File: src/rtl/itlb4_pkg.sv
package itlb4_pkg;

    localparam int VA_W     = 32;
    localparam int PG_SHIFT = 10;
    localparam int VPN_W    = VA_W - PG_SHIFT;
    localparam int PPN_W    = 19;
    localparam int ASID_W   = 8;
    localparam int FLG_W    = 9;
    localparam int WAYS     = 4;
    localparam int SLOT_W   = $clog2(WAYS);
    localparam int CNT_W    = $clog2(WAYS + 1);
    localparam int LRU_W    = WAYS * (WAYS - 1) / 2;

    localparam int F_VALID = 8;
    localparam int F_SZHI  = 7;
    localparam int F_SZLO  = 4;
    localparam int F_SHARE = 1;
    localparam logic [FLG_W-1:0] FLAG_KEEP = 9'h1DA;

    typedef enum logic [1:0] {
        RES_NONE  = 2'd0,
        RES_HIT   = 2'd1,
        RES_MISS  = 2'd2,
        RES_MULTI = 2'd3
    } res_e;

    typedef enum logic [1:0] {
        ST_IDLE,
        ST_SEARCH,
        ST_REFILL,
        ST_DONE
    } st_e;

    typedef struct packed {
        logic [VPN_W-1:0]  vpn;
        logic [ASID_W-1:0] asid;
        logic [PPN_W-1:0]  ppn;
        logic [FLG_W-1:0]  flags;
    } ent_t;

    // Page mask over the virtual page bits, from the size code {bit7,bit4}
    function automatic logic [VPN_W-1:0] page_mask(input logic [FLG_W-1:0] f);
        logic [VPN_W-1:0] m;
        unique case ({f[F_SZHI], f[F_SZLO]})
            2'b00: m = '1;
            2'b01: m = {{(VPN_W-2){1'b1}}, 2'b00};
            2'b10: m = {{(VPN_W-6){1'b1}}, 6'b0};
            2'b11: m = {{(VPN_W-10){1'b1}}, 10'b0};
        endcase
        return m;
    endfunction

    function automatic logic [VA_W-1:0] pa_form(input ent_t e, input logic [VA_W-1:0] va);
        logic [VPN_W-1:0] m;
        logic [VPN_W-1:0] ext;
        m   = page_mask(e.flags);
        ext = {{(VPN_W-PPN_W){1'b0}}, e.ppn};
        return {(ext & m) | (va[VA_W-1:PG_SHIFT] & ~m), va[PG_SHIFT-1:0]};
    endfunction

    function automatic logic [LRU_W-1:0] lru_touch(input logic [LRU_W-1:0] l,
                                                    input logic [SLOT_W-1:0] s);
        logic [LRU_W-1:0] r;
        unique case (s)
            2'd0: r = l & 6'h07;
            2'd1: r = (l & 6'h19) | 6'h20;
            2'd2: r = (l & 6'h3E) | 6'h14;
            2'd3: r = l | 6'h0B;
        endcase
        return r;
    endfunction

    function automatic logic [SLOT_W-1:0] lru_victim(input logic [LRU_W-1:0] l);
        if ((l & 6'h38) == 6'h38)      return 2'd0;
        else if ((l & 6'h26) == 6'h06) return 2'd1;
        else if ((l & 6'h15) == 6'h01) return 2'd2;
        else                           return 2'd3;
    endfunction

endpackage

File: src/rtl/itlb4_lru.sv
module itlb4_lru
    import itlb4_pkg::*;
(
    input  logic              clk,
    input  logic              rst_n,
    input  logic              touch,
    input  logic [SLOT_W-1:0] touch_slot,
    output logic [SLOT_W-1:0] victim
);

    logic [LRU_W-1:0] lru_q;

    always_ff @(posedge clk or negedge rst_n) begin
        if (!rst_n)     lru_q <= '0;
        else if (touch) lru_q <= lru_touch(lru_q, touch_slot);
    end

    always_comb victim = lru_victim(lru_q);


    touch0_chk: assert property (@(posedge clk) disable iff (!rst_n)
        (touch && touch_slot == 2'd0) |=> (lru_q[5:3] == 3'b000));


    touch3_chk: assert property (@(posedge clk) disable iff (!rst_n)
        (touch && touch_slot == 2'd3) |=> (victim != 2'd3));

endmodule

File: src/rtl/itlb4_store.sv
module itlb4_store
    import itlb4_pkg::*;
(
    input  logic              clk,
    input  logic              rst_n,
    input  logic              wr_en,
    input  logic              wr_data,
    input  logic [SLOT_W-1:0] wr_slot,
    input  logic [VA_W-1:0]   wr_val,
    input  logic              rf_en,
    input  logic [SLOT_W-1:0] rf_slot,
    input  ent_t              rf_ent,
    input  logic [SLOT_W-1:0] rd_slot,
    input  logic              rd_data,
    output logic [VA_W-1:0]   rd_word,
    output ent_t [WAYS-1:0]   ents
);

    ent_t [WAYS-1:0] ents_q;
    logic            unused_bit9;

    assign unused_bit9 = wr_val[9];

    always_ff @(posedge clk or negedge rst_n) begin
        if (!rst_n) begin
            ents_q <= '0;
        end else begin
            for (int i = 0; i < WAYS; i++) begin
                if (rf_en && rf_slot == SLOT_W'(i)) begin
                    ents_q[i] <= rf_ent;
                end else if (wr_en && wr_slot == SLOT_W'(i)) begin
                    if (!wr_data) begin
                        ents_q[i].vpn            <= wr_val[VA_W-1:PG_SHIFT];
                        ents_q[i].asid           <= wr_val[ASID_W-1:0];
                        ents_q[i].flags[F_VALID] <= wr_val[F_VALID];
                    end else begin
                        ents_q[i].ppn   <= wr_val[PG_SHIFT+PPN_W-1:PG_SHIFT];
                        ents_q[i].flags <= wr_val[FLG_W-1:0] & FLAG_KEEP;
                    end
                end
            end
        end
    end

    assign ents = ents_q;

    always_comb begin
        if (rd_data)
            rd_word = {{(VA_W-PG_SHIFT-PPN_W){1'b0}}, ents_q[rd_slot].ppn, 1'b0,
                       ents_q[rd_slot].flags};
        else
            rd_word = {ents_q[rd_slot].vpn, 1'b0, ents_q[rd_slot].flags[F_VALID],
                       ents_q[rd_slot].asid};
    end

endmodule

File: src/rtl/itlb4_cam.sv
module itlb4_cam
    import itlb4_pkg::*;
(
    input  ent_t [WAYS-1:0]   ents,
    input  logic [VA_W-1:0]   va,
    input  logic [ASID_W-1:0] asid,
    input  logic              asid_chk,
    output logic [CNT_W-1:0]  hit_cnt,
    output logic [SLOT_W-1:0] hit_idx
);

    logic [WAYS-1:0] hit;

    for (genvar i = 0; i < WAYS; i++) begin : g_cmp
        logic id_ok;
        logic pg_ok;
        assign id_ok  = !asid_chk || ents[i].flags[F_SHARE] || (ents[i].asid == asid);
        assign pg_ok  = ((ents[i].vpn ^ va[VA_W-1:PG_SHIFT]) & page_mask(ents[i].flags)) == '0;
        assign hit[i] = ents[i].flags[F_VALID] && id_ok && pg_ok;
    end

    always_comb begin
        hit_cnt = '0;
        hit_idx = '0;
        for (int i = WAYS - 1; i >= 0; i--) begin
            if (hit[i]) begin
                hit_cnt = hit_cnt + CNT_W'(1);
                hit_idx = SLOT_W'(i);
            end
        end
    end

endmodule

File: src/rtl/itlb4.sv
module itlb4
    import itlb4_pkg::*;
(
    input  logic        clk,
    input  logic        rst_n,
    input  logic        lk_req,
    input  logic [31:0] lk_va,
    input  logic [7:0]  lk_asid,
    input  logic        lk_asid_chk,
    output logic        lk_busy,
    output logic        lk_done,
    output logic [1:0]  lk_result,
    output logic [1:0]  lk_slot,
    output logic [31:0] lk_pa,
    output logic [8:0]  lk_flags,
    output logic        ut_req,
    output logic [31:0] ut_va,
    output logic        ut_asid_chk,
    input  logic        ut_rsp_valid,
    input  logic [1:0]  ut_rsp_kind,
    input  logic [21:0] ut_rsp_vpn,
    input  logic [7:0]  ut_rsp_asid,
    input  logic [18:0] ut_rsp_ppn,
    input  logic [8:0]  ut_rsp_flags,
    input  logic        ar_en,
    input  logic        ar_we,
    input  logic        ar_sel_data,
    input  logic [8:7]  ar_addr,
    input  logic [31:0] ar_wdata,
    output logic [31:0] ar_rdata
);

    st_e               state, nxt;
    ent_t [WAYS-1:0]   ents;
    logic [CNT_W-1:0]  hit_cnt;
    logic [SLOT_W-1:0] hit_idx;
    logic [SLOT_W-1:0] victim;
    logic              touch_en;
    logic [SLOT_W-1:0] touch_slot;
    logic              rf_en;
    ent_t              rf_ent;
    logic              ar_wr;

    logic [VA_W-1:0]   q_va;
    logic [ASID_W-1:0] q_asid;
    logic              q_chk;
    res_e              q_res;
    logic [SLOT_W-1:0] q_slot;
    logic [VA_W-1:0]   q_pa;
    logic [FLG_W-1:0]  q_flags;

    // ---------------- state register ----------------
    always_ff @(posedge clk or negedge rst_n) begin
        if (!rst_n) state <= ST_IDLE;
        else        state <= nxt;
    end

    always_comb begin
        nxt = state;
        unique case (state)
            ST_IDLE:   if (lk_req) nxt = ST_SEARCH;
            ST_SEARCH: nxt = (hit_cnt == '0) ? ST_REFILL : ST_DONE;
            ST_REFILL: if (ut_rsp_valid) nxt = ST_DONE;
            ST_DONE:   nxt = ST_IDLE;
        endcase
    end

    // ---------------- outputs from state ----------------
    always_comb begin
        lk_busy = 1'b1;
        lk_done = 1'b0;
        ut_req  = 1'b0;
        unique case (state)
            ST_IDLE:   lk_busy = 1'b0;
            ST_SEARCH: ;
            ST_REFILL: ut_req  = 1'b1;
            ST_DONE:   lk_done = 1'b1;
        endcase
    end

    // ---------------- datapath ----------------
    assign ar_wr  = ar_en && ar_we && (state == ST_IDLE);
    assign rf_en  = (state == ST_REFILL) && ut_rsp_valid && (ut_rsp_kind == RES_HIT);
    assign rf_ent = '{vpn: ut_rsp_vpn, asid: ut_rsp_asid, ppn: ut_rsp_ppn,
                      flags: ut_rsp_flags & FLAG_KEEP};

    assign touch_en   = ((state == ST_SEARCH) && (hit_cnt == CNT_W'(1))) || rf_en;
    assign touch_slot = (state == ST_SEARCH) ? hit_idx : victim;

    always_ff @(posedge clk or negedge rst_n) begin
        if (!rst_n) begin
            q_va    <= '0;
            q_asid  <= '0;
            q_chk   <= 1'b0;
            q_res   <= RES_NONE;
            q_slot  <= '0;
            q_pa    <= '0;
            q_flags <= '0;
        end else begin
            unique case (state)
                ST_IDLE: begin
                    if (lk_req) begin
                        q_va   <= lk_va;
                        q_asid <= lk_asid;
                        q_chk  <= lk_asid_chk;
                    end
                end
                ST_SEARCH: begin
                    if (hit_cnt == CNT_W'(1)) begin
                        q_res   <= RES_HIT;
                        q_slot  <= hit_idx;
                        q_pa    <= pa_form(ents[hit_idx], q_va);
                        q_flags <= ents[hit_idx].flags;
                    end else if (hit_cnt != '0) begin
                        q_res   <= RES_MULTI;
                        q_pa    <= '0;
                        q_flags <= '0;
                    end
                end
                ST_REFILL: begin
                    if (ut_rsp_valid) begin
                        if (ut_rsp_kind == RES_HIT) begin
                            q_res   <= RES_HIT;
                            q_slot  <= victim;
                            q_pa    <= pa_form(rf_ent, q_va);
                            q_flags <= rf_ent.flags;
                        end else begin
                            q_res   <= (ut_rsp_kind == RES_MULTI) ? RES_MULTI : RES_MISS;
                            q_pa    <= '0;
                            q_flags <= '0;
                        end
                    end
                end
                ST_DONE: ;
            endcase
        end
    end

    assign lk_result   = q_res;
    assign lk_slot     = q_slot;
    assign lk_pa       = q_pa;
    assign lk_flags    = q_flags;
    assign ut_va       = q_va;
    assign ut_asid_chk = q_chk;

    // ---------------- sub-blocks ----------------
    itlb4_store u_store (
        .clk     (clk),
        .rst_n   (rst_n),
        .wr_en   (ar_wr),
        .wr_data (ar_sel_data),
        .wr_slot (ar_addr),
        .wr_val  (ar_wdata),
        .rf_en   (rf_en),
        .rf_slot (victim),
        .rf_ent  (rf_ent),
        .rd_slot (ar_addr),
        .rd_data (ar_sel_data),
        .rd_word (ar_rdata),
        .ents    (ents)
    );

    itlb4_cam u_cam (
        .ents     (ents),
        .va       (q_va),
        .asid     (q_asid),
        .asid_chk (q_chk),
        .hit_cnt  (hit_cnt),
        .hit_idx  (hit_idx)
    );

    itlb4_lru u_lru (
        .clk        (clk),
        .rst_n      (rst_n),
        .touch      (touch_en),
        .touch_slot (touch_slot),
        .victim     (victim)
    );

    // ---------------- assertions ----------------

    done_pulse_chk: assert property (@(posedge clk) disable iff (!rst_n)
        lk_done |=> !lk_done);


    multi_norefill_chk: assert property (@(posedge clk) disable iff (!rst_n)
        (state == ST_SEARCH && hit_cnt > CNT_W'(1)) |=> (!ut_req && lk_done && lk_result == RES_MULTI));


    ut_hold_chk: assert property (@(posedge clk) disable iff (!rst_n)
        (ut_req && !ut_rsp_valid) |=> ut_req);


    hit_valid_chk: assert property (@(posedge clk) disable iff (!rst_n)
        (lk_done && lk_result == RES_HIT) |-> ents[lk_slot].flags[F_VALID]);


    busy_nowrite_chk: assert property (@(posedge clk) disable iff (!rst_n)
        (ar_en && ar_we && lk_busy && !rf_en) |=> $stable(ents));

endmodule

File: config.mk
export PLATFORM = sky130hd
export DESIGN_NAME = itlb4
export DESIGN_NICKNAME = d
export VERILOG_FILES = /design/src/rtl/itlb4_pkg.sv /design/src/rtl/itlb4_lru.sv /design/src/rtl/itlb4_store.sv /design/src/rtl/itlb4_cam.sv /design/src/rtl/itlb4.sv
export SDC_FILE = /design/constraint.sdc
export NUM_CORES = 1
export LEC_CHECK = 0
export ABC_AREA = 1
export CORE_ASPECT_RATIO = 0.5
export CORE_MARGIN = 2
export CORE_UTILIZATION = 45
export DETAILED_ROUTE_END_ITERATION = 10
export PLACE_DENSITY_LB_ADDON = 0.2
export SYNTH_ARGS = -nofsm -noshare
export SYNTH_HDL_FRONTEND = slang
export SYNTH_SLANG_ARGS = --single-unit
File: constraint.sdc
create_clock -name clk -period 10.6 [get_ports clk]
set_clock_uncertainty 0.15 [all_clocks]
set_input_delay 2.12 -clock clk [delete_from_list [all_inputs] [get_ports clk]]
set_output_delay 2.12 -clock clk [all_outputs]
set_load 0.05 [all_outputs]
==> metrics.txt, run 1 <==
die area 43720 sq um; DP HPWL 54940 um; Fin. Hold Viols 0; WS Path Type input port to primary output; Nets 2929; setup TNS 0 ns; core area 40920 sq um; multiplexer share of the synthesized area 0.6559%; Gate Count Post-Synth 2605; Max Slew Vio Count 0; Pwr Density 288.0 nW/um^2; synth cell count leaders nand2_1 (870), dfrtp_1 (308), inv_1 (230); Critical Path RT 8.33 ns; Critical Path Max Stage Delay 0.74 ns; largest family of logic cells by synthesized area simple AND/OR/NAND/NOR gates; clock root cell clkbuf_16; CTS tree yes; DRT Pass-1 Iters 6; die width 293.7 um; simple-gate share of the synthesized area 29.28%; WHS Path Cells 2; initial core utilization 46.14%; DRT iter0 DRCs 3147; Synth top area share 40.81%; CTS max path bufs 3; clock net sink count 308; Synth Flop Type dfrtp_1; total global routing track utilization 37.22%; row cnt 52; initial antenna violation count 1; post-CTS setup buffers 0; Antenna Nets Post-Route 0; grt ovf 0; CP arrival 5.44 ns; placed instance area 21650 sq um; Yosys cell types 48; largest net degree at the start of global routing 143; final period utilization 72.77%; Yosys top cell by area dfrtp_1; Post-synth EDFFs 0; Stages on worst setup path 7; Worst Tran Pin Value 1.310 ns; asr flop ratio synth 100.0%; fillers 3894; combinational share of power 47.3%; Routed WL 82310 um; Power, Total 0.006543 W; IO Port Bufs 243; P&R area growth vs syn 20.28%; H-tree Lvls 1; ratio of cells with drive above 1 in the final layout 6.543%; Sequential Power Share 34.5%; hold_buf cts 0; P_leak 10.37 nW; clk slew on worst S/H paths 0.06 ns; Warnings, synthesis 0; RSZ-0062 raised after global routing false; io pins 255; syn_area_per_cell 7.249 sq um; CP Launch Type input port; Yosys reg bits 308; DR WL/cell 24.64 um; Worst Path Buf+Inv 5; CP Capture Type primary output; Pint 0.003438 W; CTS buffer count 31; Vias 20410; CP Max Fanout 30; Max Cap Viol 0; Post-Syn Area 18880 sq um; Slowest-stage cell, CP clkdlybuf4s50_1; GPL Wtd Cong 1.004; sequential share of the synthesized area 40.81%; Switching Share 47.45%; type of the worst min-delay path flip-flop to flip-flop; most area-consuming cells after synthesis dfrtp_1 (41%), nand2_1 (17%), nand3_1 (4.7%); Post-Synth Adder-Cell Area 0.9276%; FF-to-FF path depth 16; VDD IR-drop max 0.1975 mV; DRC 0; top-count cell post-synth nand2_1; final instance area 22710 sq um; cts repair resizes 0; Final setup viols 0; Synth Area in Compound Gates 16.31%; status finished clean; power share of the clock group 18.2%; routed vias/inst 6.111; max_slew headroom 12.69%; via count of the first global-routing pass 19210; Clk Latency, worst-skew pair 0.61 ns; crit path time final 7.714 ns; XOR/XNOR Fraction of Synth Area 2.723%; worst-path cell chain clkdlybuf4s50_1, buf_4, clkinv_1, buf_4, a2111oi_0, a31oi_1, clkdlybuf4s50_1; switching power 0.003105 W; FMAX 0.1296 GHz; Die H 148.9 um; cell family with most CP delay buffers and inverters; first-pass GRT wire length 121900 um; fin util 55.50%
==> worst reg2reg max path, stage by stage (launching register included) <==
cell	delay, ns
dfrtp_1	0.42
inv_1	0.13
ha_1	0.38
inv_2	0.17
nor2_1	0.13
buf_4	0.31
inv_2	0.15
nor2_4	0.09
buf_4	0.49
inv_2	0.19
nor2_4	0.11
buf_4	0.44
inv_2	0.47
nand2_1	0.90
inv_1	0.90
nand2_1	0.27
o211ai_1	0.12
==> state kept, by name (all words and copies together) (netlist names) <==
name and flops:
lk_flags 6, state 2, lk_slot 2, q_asid 8, lk_result 2, u_store.ents 220
u_lru.lru_q 6, lk_pa 29, ut_va 32, ut_asid_chk 1
==> metal layers <==
metal | vias up | GRT usage, % | routed length (um)
met5 | - | 2.772 | 92
met4 | 4 | 14.97 | 3715
met3 | 260 | 13.68 | 12860
met1 | 9645 | 52.12 | 33260
li1 | 8990 | - | -
met2 | 1511 | 51.45 | 32380
==> stage by stage <==
stage | setup slack [ns] | std cells | hold slack (ns)
floorplan | 4.348 | 2611 | 0.2911
global placement | 2.939 | 3280 | 0.3114
detailed placement | 2.909 | 3280 | 0.3159
CTS | 2.909 | 3337 | 0.3314
global route | 2.707 | 3338 | 0.3613
finish | 2.886 | 3340 | 0.3315
==> power by group through the flow <==
stage	clock network [W]	registers, W	logic [W]
floorplan	0	0.00242	0.00180
global placement	0	0.00223	0.00299
detailed placement	0	0.00224	0.00302
CTS	0.00119	0.00223	0.00304
global route	0.00124	0.00231	0.00335
finish	0.00119	0.00226	0.00309
==> area by class of cell <==
type	count	area, sq um	area share (%)
clock inverter	14	160.2	0.7051
tap	540	675.6	2.975
inverter	265	997.2	4.390
timing repair buffer	284	2758	12.14
clock buffer	43	900.9	3.966
multi-input combinational	1883	9508	41.86
antenna	3	7.507	0.03305
sequential	308	7707	33.93
==> path summary, 6_finish.rpt <==
path | startpoint | end | slack (ns)
min in group asynchronous | rst_n | lk_result[0]$_DFFE_PN0P_ | 1.42
max in group asynchronous | rst_n | u_store.ents[64]$_DFFE_PN0P_ | 6.62
worst max register to register | state[0]$_DFFE_PN0P_ | u_store.ents[40]$_DFFE_PN0P_ | 4.63
worst min register to register | u_lru.lru_q[1]$_DFFE_PN0P_ | u_lru.lru_q[1]$_DFFE_PN0P_ | 0.33
worst min-delay path | u_lru.lru_q[1]$_DFFE_PN0P_ | u_lru.lru_q[1]$_DFFE_PN0P_ | 0.33
worst max-delay path | ar_sel_data | ar_rdata[22] | 2.89
==> cell usage in the layout, fill, tap and decap left out, types with 31 or more instances in the layout <==
cell type,Yosys,layout
buf_4,20,40
o21ai_0,77,77
xnor2_1,34,34
inv_1,230,230
dfrtp_1,308,308
clkdlybuf4s50_1,0,242
nand3_1,178,178
o221ai_1,73,73
clkbuf_16,0,31
o22ai_1,40,40
nand2_1,870,867
a21oi_1,76,76
nor2_1,215,208
o211ai_1,104,104
nand4_1,33,33
==> cells by family (layout without fill, tap and decap cells) <==
family,Yosys count,in the layout
multiplexers,11,11
AND/OR/NAND/NOR,1343,1343
adder cells (fa/ha/maj),14,14
XOR/XNOR,57,57
flip-flops,308,308
AO/OA/AOI/OAI,451,451
other,1,10
buffers and inverters,420,606
Power figures use the tool's default switching activity.
==> run 2: changes to the inputs <==
==> constraint.sdc (replaced) <==
create_clock -name clk -period 8.01 [get_ports clk]
set_clock_uncertainty 0.15 [all_clocks]
set_input_delay 1.602 -clock clk [delete_from_list [all_inputs] [get_ports clk]]
set_output_delay 1.602 -clock clk [all_outputs]
set_load 0.05 [all_outputs]
==> run 2 against run 1 <==
Register-to-register slack lost 2.1 ns. Die area stayed put. Critical endpoint is now ar_rdata[27]. Cell area increased by 0.21%. Setup slack got worse by 1.4 ns. Via count decreased by 0.50%. Largest cell class unchanged. Hold slack lost 0.0091 ns.
==> metrics.txt, run 2 (same netlist as run 1, synthesis figures left out) <==
WS Path Type input port to primary output; Critical Path RT 6.26 ns (-2.07 ns); CTS buffer count 31 (unchanged); IO Port Bufs 243 (unchanged); via count of the first global-routing pass 19390 (+0.91%); row cnt 52 (unchanged); crit path from ar_addr[8]; GPL Wtd Cong 1.005 (about the same); initial core utilization 46.14% (unchanged); hold_buf cts 0 (unchanged); ratio of cells with drive above 1 in the final layout 6.569% (+0.026 points); post-CTS setup buffers 0 (unchanged); cts repair resizes 0 (unchanged); CP Launch Type input port; CP arrival 4.76 ns (-0.68 ns); FMAX 0.1536 GHz; Worst Tran Pin Value 1.405 ns (+0.09554 ns); first-pass GRT wire length 122700 um (+0.67%); final period utilization 81.29%; CTS tree yes; Clk Latency, worst-skew pair 0.61 ns (about the same); type of the worst min-delay path flip-flop to flip-flop; Fin. Hold Viols 0 (unchanged); Routed WL 82380 um (about the same); routed vias/inst 6.076 (-0.56%); status finished clean; setup TNS 0 ns (unchanged); H-tree Lvls 1 (unchanged); die area 43720 sq um (unchanged); clock net sink count 308 (unchanged); max reg flops 220 (unchanged); fillers 3860 (-0.87%); DR WL/cell 24.65 um (about the same); min-delay src u_lru.lru_q[0]$_DFFE_PN0P_; worst reg2reg startpoint ut_va[15]$_DFFE_PN0P_; total global routing track utilization 37.36% (+0.14 points); die width 293.7 um (unchanged); RSZ-0062 raised after global routing false; CP Capture Type primary output; Antenna Nets Post-Route 0 (unchanged); core area 40920 sq um (unchanged); commonest non-fill, non-tap cell in the layout nand2_1; clock root cell clkbuf_16; largest net degree at the start of global routing 135 (-5.6%); Pwr Density 382.3 nW/um^2 (+33%); DP HPWL 55230 um (+0.53%); Die H 148.9 um (unchanged); CTS max path bufs 3 (unchanged); max_slew headroom 6.217% (-6.5 points); VDD IR-drop max 0.3088 mV (+56%); DRT Pass-1 Iters 10 (+4); io pins 255 (unchanged); crit path time final 6.512 ns; P_leak 10.40 nW (+0.22%); initial antenna violation count 1 (unchanged); DRC 0 (unchanged); Nets 2933 (+0.14%); grt ovf 0 (unchanged); Hold WS 0.3224 ns (-0.009128 ns); Max Cap Viol 0 (unchanged); P&R area growth vs syn 20.54%; most frequent cells in the layout nand2_1 (868), dfrtp_1 (308), clkdlybuf4s50_1 (242), inv_1 (230), nor2_1 (207); DRT iter0 DRCs 3025 (-3.9%); Max Slew Vio Count 0 (unchanged); Vias 20310 (-0.50%); clk slew on worst S/H paths 0.06 ns (about the same); Final setup viols 0 (unchanged); CP Max Fanout 17 (-43%)
run 2: path summary, 6_finish.rpt:
kind | end | slack [ns] | depth (start not counted)
setup / recovery | ar_rdata[27] | 1.50 | 8
hold / removal | u_lru.lru_q[0]$_DFFE_PN0P_ | 0.32 | 2
setup reg to reg | lk_pa[10]$_DFFE_PN0P_ | 2.50 | 20
hold reg to reg | u_lru.lru_q[0]$_DFFE_PN0P_ | 0.32 | 2
max in group asynchronous | state[0]$_DFFE_PN0P_ | 5.28 | 2
min in group asynchronous | lk_slot[0]$_DFFE_PN0P_ | 0.92 | 1
run 2: report_power, final:
group	internal, W	switching (W)	total, W
clock	0.000919	0.000698	0.00162
sequential	0.00226	0.000737	0.00299
combinational	0.00141	0.00268	0.00409
total	0.00459	0.00411	0.00870
run 2: critical path, cell delays in order:
cell and delay (ns):
clkdlybuf4s50_1 0.55, nand2_1 0.15, buf_4 0.33, clkinv_1 0.14
buf_4 0.25, a221oi_1 0.68, o21ai_0 0.28, clkdlybuf4s50_1 0.76
run 2: layout make-up:
class	count	area (sq um)	area share, %
Antenna cell	1	2.502	0.01099
Clock buffer	43	870.8	3.826
Clock inverter	14	201.4	0.8850
Inverter	265	997.2	4.381
Multi-Input combinational cell	1883	9508	41.77
Sequential cell	308	7707	33.86
Tap cell	540	675.6	2.968
Timing Repair Buffer	288	2800	12.30
run 2: metal layers:
layer / share of wire, % / track usage [%]
met5: 0 / 0
met4: 4.1 / 12.98
met3: 16 / 15.72
met2: 39 / 52.03
met1: 40 / 51.76
run 2: through the flow:
| stage | area (sq um) | worst slack [ns] | cells | util (%) | total power, W |
|---|---|---|---|---|---|
| finish | 22760 | 1.498 | 3342 | 55.62 | 0.008701 |
| global route | 22760 | 1.536 | 3341 | 55.62 | 0.009172 |
| CTS | 22760 | 1.709 | 3341 | 55.62 | 0.008595 |
| detailed placement | 21690 | 1.708 | 3284 | 53.00 | 0.006978 |
| global placement | 21690 | 1.738 | 3284 | 53.00 | 0.006914 |
| floorplan | 18910 | 2.794 | 2611 | - | 0.005584 |
